==> src/rtl/irq_unit_pkg.sv <==
// Package: shared geometry of the interrupt status word.
// Assumes every channel owns a nibble laid out tx, rx, spare0, spare1 from LSB.
package irq_unit_pkg;
    localparam int NIB_W    = 4;
    localparam int TX_POS   = 0;
    localparam int RX_POS   = 1;
    localparam int SPA_POS  = 2;
    localparam int SPB_POS  = 3;
    localparam int SPARE_PER_CH = 2;
endpackage

==> src/rtl/irq_nibble_pack.sv <==
// Module: assembles per-channel source levels into the combined status word.
// Assumes sources are already synchronous levels; nothing is latched here.
module irq_nibble_pack
    import irq_unit_pkg::*;
#(
    parameter int NUM_CH = 2,
    localparam int WORD_W = NUM_CH * NIB_W
) (
    input  logic [NUM_CH-1:0]              tx_rdy,
    input  logic [NUM_CH-1:0]              rx_rdy,
    input  logic [NUM_CH*SPARE_PER_CH-1:0] spare,
    output logic [WORD_W-1:0]              stat_word
);
    // One nibble per channel, positions fixed by the package
    for (genvar c = 0; c < NUM_CH; c++) begin : g_ch
        assign stat_word[c*NIB_W + TX_POS]  = tx_rdy[c];
        assign stat_word[c*NIB_W + RX_POS]  = rx_rdy[c];
        assign stat_word[c*NIB_W + SPA_POS] = spare[c*SPARE_PER_CH];
        assign stat_word[c*NIB_W + SPB_POS] = spare[c*SPARE_PER_CH + 1];
    end
endmodule

==> src/rtl/irq_mask_reg.sv <==
// Module: holds the interrupt enable mask.
// Assumes the caller has decoded the write strobe for the status address.
module irq_mask_reg #(
    parameter int WORD_W = 8
) (
    input  logic              clk,
    input  logic              rst_n,
    input  logic              load,
    input  logic [WORD_W-1:0] wdata,
    output logic [WORD_W-1:0] mask
);
    // Load the full mask on a decoded write, clear on reset
    always_ff @(posedge clk) begin
        if (!rst_n)
            mask <= '0;
        else if (load)
            mask <= wdata;
    end
endmodule

==> src/rtl/irq_req_drive.sv <==
// Module: combines status with mask and registers the active-low request.
// Assumes status and mask are stable before the clock edge.
module irq_req_drive #(
    parameter int WORD_W = 8
) (
    input  logic              clk,
    input  logic              rst_n,
    input  logic [WORD_W-1:0] stat_word,
    input  logic [WORD_W-1:0] mask,
    output logic              irq_n
);
    logic any_pending;

    // Any enabled source active
    always_comb any_pending = |(stat_word & mask);

    // Register the request so the pin never glitches
    always_ff @(posedge clk) begin
        if (!rst_n)
            irq_n <= 1'b1;
        else
            irq_n <= ~any_pending;
    end
endmodule

==> src/rtl/irq_status_unit.sv <==
// Module: top of the shared interrupt status and mask unit.
// Assumes one register address: reads give live status, writes load the mask.
module irq_status_unit
    import irq_unit_pkg::*;
#(
    parameter int NUM_CH    = 2,
    parameter int ADDR_W    = 4,
    parameter int STAT_ADDR = 5,
    localparam int WORD_W  = NUM_CH * NIB_W,
    localparam int SPARE_W = NUM_CH * SPARE_PER_CH
) (
    input  logic              clk,
    input  logic              rst_n,
    input  logic [ADDR_W-1:0] bus_addr,
    input  logic              bus_wr,
    input  logic              bus_rd,
    input  logic [WORD_W-1:0] bus_wdata,
    output logic [WORD_W-1:0] bus_rdata,
    input  logic [NUM_CH-1:0] ch_tx_rdy,
    input  logic [NUM_CH-1:0] ch_rx_rdy,
    input  logic [SPARE_W-1:0] ch_spare,
    output logic [WORD_W-1:0] irq_mask,
    output logic              irq_n
);
    logic              addr_hit;
    logic              wr_hit;
    logic              rd_hit;
    logic [WORD_W-1:0] stat_word;

    // Address decode shared by both directions
    always_comb begin
        addr_hit = (bus_addr == ADDR_W'(STAT_ADDR));
        wr_hit   = bus_wr && addr_hit;
        rd_hit   = bus_rd && addr_hit;
    end

    irq_nibble_pack #(.NUM_CH(NUM_CH)) u_pack (
        .tx_rdy    (ch_tx_rdy),
        .rx_rdy    (ch_rx_rdy),
        .spare     (ch_spare),
        .stat_word (stat_word)
    );

    irq_mask_reg #(.WORD_W(WORD_W)) u_mask (
        .clk   (clk),
        .rst_n (rst_n),
        .load  (wr_hit),
        .wdata (bus_wdata),
        .mask  (irq_mask)
    );

    irq_req_drive #(.WORD_W(WORD_W)) u_req (
        .clk       (clk),
        .rst_n     (rst_n),
        .stat_word (stat_word),
        .mask      (irq_mask),
        .irq_n     (irq_n)
    );

    // Read mux: live status when selected, zero otherwise
    always_comb bus_rdata = rd_hit ? stat_word : '0;
endmodule

==> config.mk <==
export PLATFORM = sky130hd
export DESIGN_NAME = irq_status_unit
export DESIGN_NICKNAME = d
export VERILOG_FILES = /design/src/rtl/irq_unit_pkg.sv /design/src/rtl/irq_nibble_pack.sv /design/src/rtl/irq_mask_reg.sv /design/src/rtl/irq_req_drive.sv /design/src/rtl/irq_status_unit.sv
export SDC_FILE = /design/constraint.sdc
export NUM_CORES = 1
export LEC_CHECK = 0
export ABC_AREA = 1
export BUFFER_PORTS_ARGS = -buffer_cell sky130_fd_sc_hd__buf_2
export CAP_MARGIN = 20
export CORE_MARGIN = 2
export CORE_UTILIZATION = 35
export DETAILED_ROUTE_END_ITERATION = 10
export MAX_ROUTING_LAYER = met4
export PLACE_DENSITY = 0.7
export RECOVER_POWER = 100
export SETUP_SLACK_MARGIN = 0.15
export SLEW_MARGIN = 30
export SYNTH_ARGS = -nofsm -noshare
export SYNTH_HDL_FRONTEND = slang
export SYNTH_SLANG_ARGS = --single-unit
==> constraint.sdc <==
create_clock -name clk -period 0.8 [get_ports clk]
set_input_delay 0.08 -clock clk [delete_from_list [all_inputs] [get_ports clk]]
set_output_delay 0.08 -clock clk [all_outputs]
set_load 0.05 [all_outputs]
======== Word-level counts from Yosys, hierarchy flattened ========
Index checks and enable logic that the tools add are counted.
cells by class
  bitwise gates (word level) .............. 2
  equality and inequality tests ........... 1
  mux-type cells .......................... 1
  reduce and logical (&&, ||, !) cells .... 3
operators by type and width
  cell                                                 number
  AND 8 bit                                            1
  two-way mux 8 bit                                    1
  OR reduction 8 bit                                   1
  equality test 4 x 3 -> 1 bit, second input constant  1
  logical AND 1 bit                                    2
  inverter 1 bit                                       1
word-level totals
  register bits after elaboration ......... 9
  output and inout port bits .............. 17
  input bits .............................. 24
  word-level logic and storage cells ...... 9

======== Longest topological paths before layout ========
  depth in word-level cells ............... 3
  depth in mapped cells ................... 6
  depth with buffers taken out ............ 6

======== Modules after synthesis ========
Synthesis repeated with hierarchy kept, for this count alone.
unflattened totals
  cell total of the unflattened synthesis .. 97
  area total of the unflattened synthesis .. 595.6 um2
modules (own cells, without submodules)
  module           instances  sequential area each (um2)  area each (um2)  cells each
  irq_mask_reg     1          160.2                       356.6            51
  irq_status_unit  1          0.0                         98.8             21
  irq_req_drive    1          20.0                        80.1             17
  irq_nibble_pack  1          0.0                         60.1             8

======== Worst setup path before layout ========
No wires, ideal clock.
  path kind ............................... input port to output port
  start point ............................. in bus_addr[0]
  end point ............................... out bus_rdata[0]
  cell stages on the path ................. 4
  required time ........................... 0.720 ns
  path slack .............................. -0.362 ns
  arrival ................................. 1.082 ns
  buffers on the path ..................... 0
  cell sequence ........................... nand2_1 > inv_2 > nand3_2 > nor2_1
between the ends
  cells in the longest elaborated chain, start to end .. 3
RTL lines
  element                       RTL line               source
  start, declared               irq_status_unit.sv:14  input logic [ADDR_W-1:0] bus_addr,
  equality test 4 x 3 -> 1 bit  irq_status_unit.sv:32  addr_hit = (bus_addr == ADDR_W'(STAT_ADDR));
  logical AND 1 bit             irq_status_unit.sv:34  rd_hit = bus_rd && addr_hit;
  two-way mux 8 bit             irq_status_unit.sv:61  always_comb bus_rdata = rd_hit ? stat_word : '0;
  end, declared                 irq_status_unit.sv:18  output logic [WORD_W-1:0] bus_rdata,
Every way passes these cells.

======== Final worst setup path ========
  start point ............................. in bus_addr[1]
  end point ............................... out bus_rdata[2]
Same word-level chain as after synthesis.

==> summary.txt <==
Cells and area
  – Design Area, Final: 1210 um2
  – # fillers: 106
  – Layout area overhead: 104%
  – N_diodes: 0
  – Nets: 180
  – Final core occ: 78.5%
  – Ratio of cells with drive above 1 in the final layout: 58.7%

Critical path
  – Critical path class: in2out
  – Critical-path maximum fanout: 8
  – Setup crit end kind: output pin
  – Cell chain of the critical path: buf_8, nor2_8, nand3_4, nor2_4, buf_6
  – Crit-path leading delay family: simple AND/OR/NAND/NOR gates
  – Crit-path slowest cell: nand3_4
  – Peak per-stage delay on the critical path: 220 ps
  – Worst Path Required: 720 ps
  – CP Launch Type: primary input
  – Arrival time at the worst endpoint: 870 ps
  – CP Buf/Inv Count: 2

Route
  – WL met3: 127 um
  – # DRC: 0
  – DRT Pass-1 Iters: 4
  – Vias: 748
  – Detail Route Antenna Nets: 0
  – M1 WL: 692 um
  – Initial drt markers: 17
  – Met2 wire length: 990 um
  – Total Wirelength: 1.84 mm
  – DR vias/cell: 4.37
  – Per-cell routed wire length: 10.7 um
  – DR top layer: met4

Floorplan
  – Cell Rows: 14
  – # IOs: 41
  – Die H: 45.1 um
  – DIE WIDTH: 45.1 um
  – Core Footprint: 1540 um2
  – Die area: 2040 um2
  – Initial Utilization: 38.4%

Logic synthesis
  – Post-synth top area share: 30.4%
  – Warnings from Yosys: 0
  – Synthesized cell area: 592 um2
  – Top-count cell post-synth: inv_1
  – Sequential element share of the synthesized area: 30.4%
  – Count of flip-flops with a built-in enable after synthesis: 0
  – Cells after Synth: 103
  – Syn avg cell area: 5.75 um2
  – Synth area leaders: dfxtp_1 30%, inv_1 20%, nand2_1 18%, nor2_1 11%, nand4_1 8.5%
  – Ys flop type: dfxtp_1
  – Cell taking the most area after synthesis: dfxtp_1
  – Asr flop ratio synth: 0%
  – Most frequent cells after synthesis: 32 x inv_1, 29 x nand2_1, 18 x nor2_1
  – FF+latch count, synth: 9
  – Unique masters post-synth: 12
  – Syn nets: 127

Timing
  – Worst rel slew slack: 81.4%
  – Post-route minimum period: 947 ps
  – Fin Setup TNS: -1480 ps
  – Final setup viols: 17
  – Final period util: 118%
  – Slew Viols, Final: 0
  – Max Clk Rate: 1060 MHz
  – Endpoints failing hold: 0
  – RSZ-0062 raised after global routing: yes
  – Skew final: 0.487 ps
  – Measured slew at the worst slew-check pin: 279 ps
  – PnR worst setup slack: -147 ps

Clocking
  – Clock slew at reported path FFs: 60 ps
  – Clock Tree Root: clkbuf_4
  – Clk_lat worst skew: 260 ps
  – TritonCTS clock tree: built
  – CTS sink cnt: 9
  – Total CTS buffers: 3
  – H-tree depth: 1
  – Hold Buf Count CTS: 0
  – CTS max path bufs: 2

Placement
  – Hpwl dp: 1.15 mm
  – Post-Place Cell Area: 922 um2
  – Routability cong.: 0.737
  – Port Buffer Count: 40

Power
  – PwrDens: 952 nW/um2
  – Max VDD drop: 694 uV
  – Pleak: 0.650 nW
  – Final Power: 1.15 mW

Global routing
  – First-pass GRT wire length: 2.84 mm
  – Initial antenna violation count: 0
  – Total GRT Usage: 19.9%
  – Gr ovfl total: 0
  – Pin count of the biggest net entering global routing: 10
  – Number of global-route vias before repair: 724

Outcome
  – Failing checks: negative setup slack
  – Status: complete, but fails checks

Job
  – Maxcap violations: 0

Min path
  – Hold Path Class: in2reg
==> where the power goes <==
part | leakage [nW] | internal (mW) | total (mW) | switching [mW]
combinational | 0.557 | 0.155 | 0.340 | 0.185
clock | 0.0150 | 0.193 | 0.359 | 0.166
sequential | 0.0787 | 0.440 | 0.453 | 0.0135
total | 0.650 | 0.787 | 1.15 | 0.365
==> cells by family after synthesis <==
| kind of cell | after synthesis | synth area share [%] |
|---|---|---|
| AOI/OAI and AO/OA | 1 | 0.845 |
| buffers and inverters | 35 | 22.4 |
| DFF | 9 | 30.4 |
| and+or+nand+nor | 58 | 46.3 |
==> cell usage in the layout, fill, tap and decap left out, drive strengths merged <==
master,instances
clkbuf,5
nand4,8
nor2,19
nand3,2
o21ai,1
inv,33
dfxtp,9
buf,49
nand2,29
==> registers in the layout (all words and copies together), names as in the netlist <==
| register | cells |
|---|---|
| u_req.irq_n | 1 |
| u_mask.mask | 8 |
==> metal layers <==
| metal | track usage (%) | vias to the layer above |
|---|---|---|
| met5 | - | - |
| met1 | 21.7 | 312 |
| met2 | 34.0 | 35 |
| met3 | 3.60 | 2 |
| li1 | - | 399 |
| met4 | 10.6 | 0 |
==> final cells by class <==
type                    instances  area, um2  share of cell area [%]
multi-input cells              59        355                    29.4
well taps                      16       20.0                    1.65
clock buffers                   4       26.3                    2.17
repair buffers                 50        468                    38.7
inverters                      33        129                    10.7
flip-flops and latches          9        211                    17.5
==> worst register-to-register path, delay by kind of cell, from the launching register on <==
family	cells	cell delay [ps]
flops	1	360
simple gates	5	340
==> what timing repair did <==
action | CTS | global route
endpoints found under the hold margin | 0 | 0
resized for setup | 49 | 20
endpoints found under the setup margin | 18 | 26
pin swaps | 6 | 7
setup buffers | 5 | 3
==> worst paths after layout <==
kind	from	endpoint	slack, ps	cells past startpoint
min reg2reg	u_mask.mask[5]$_SDFFE_PN0P_	u_mask.mask[5]$_SDFFE_PN0P_	540	4
max	bus_addr[1]	bus_rdata[2]	-150	5
max reg2reg	u_mask.mask[1]$_SDFFE_PN0P_	u_req.irq_n$_SDFF_PN1_	30	5
min	rst_n	u_req.irq_n$_SDFF_PN1_	80	2
==> stage by stage <==
stage	hold WS, ps	setup slack [ps]	std cells
floorplan	311	-98.3	103
global placement	344	-250	159
detailed placement	341	-265	159
CTS	70.5	-143	168
global route	74.9	-176	171
finish	78.2	-147	171
Note: power is estimated with default switching activity, not from simulation.
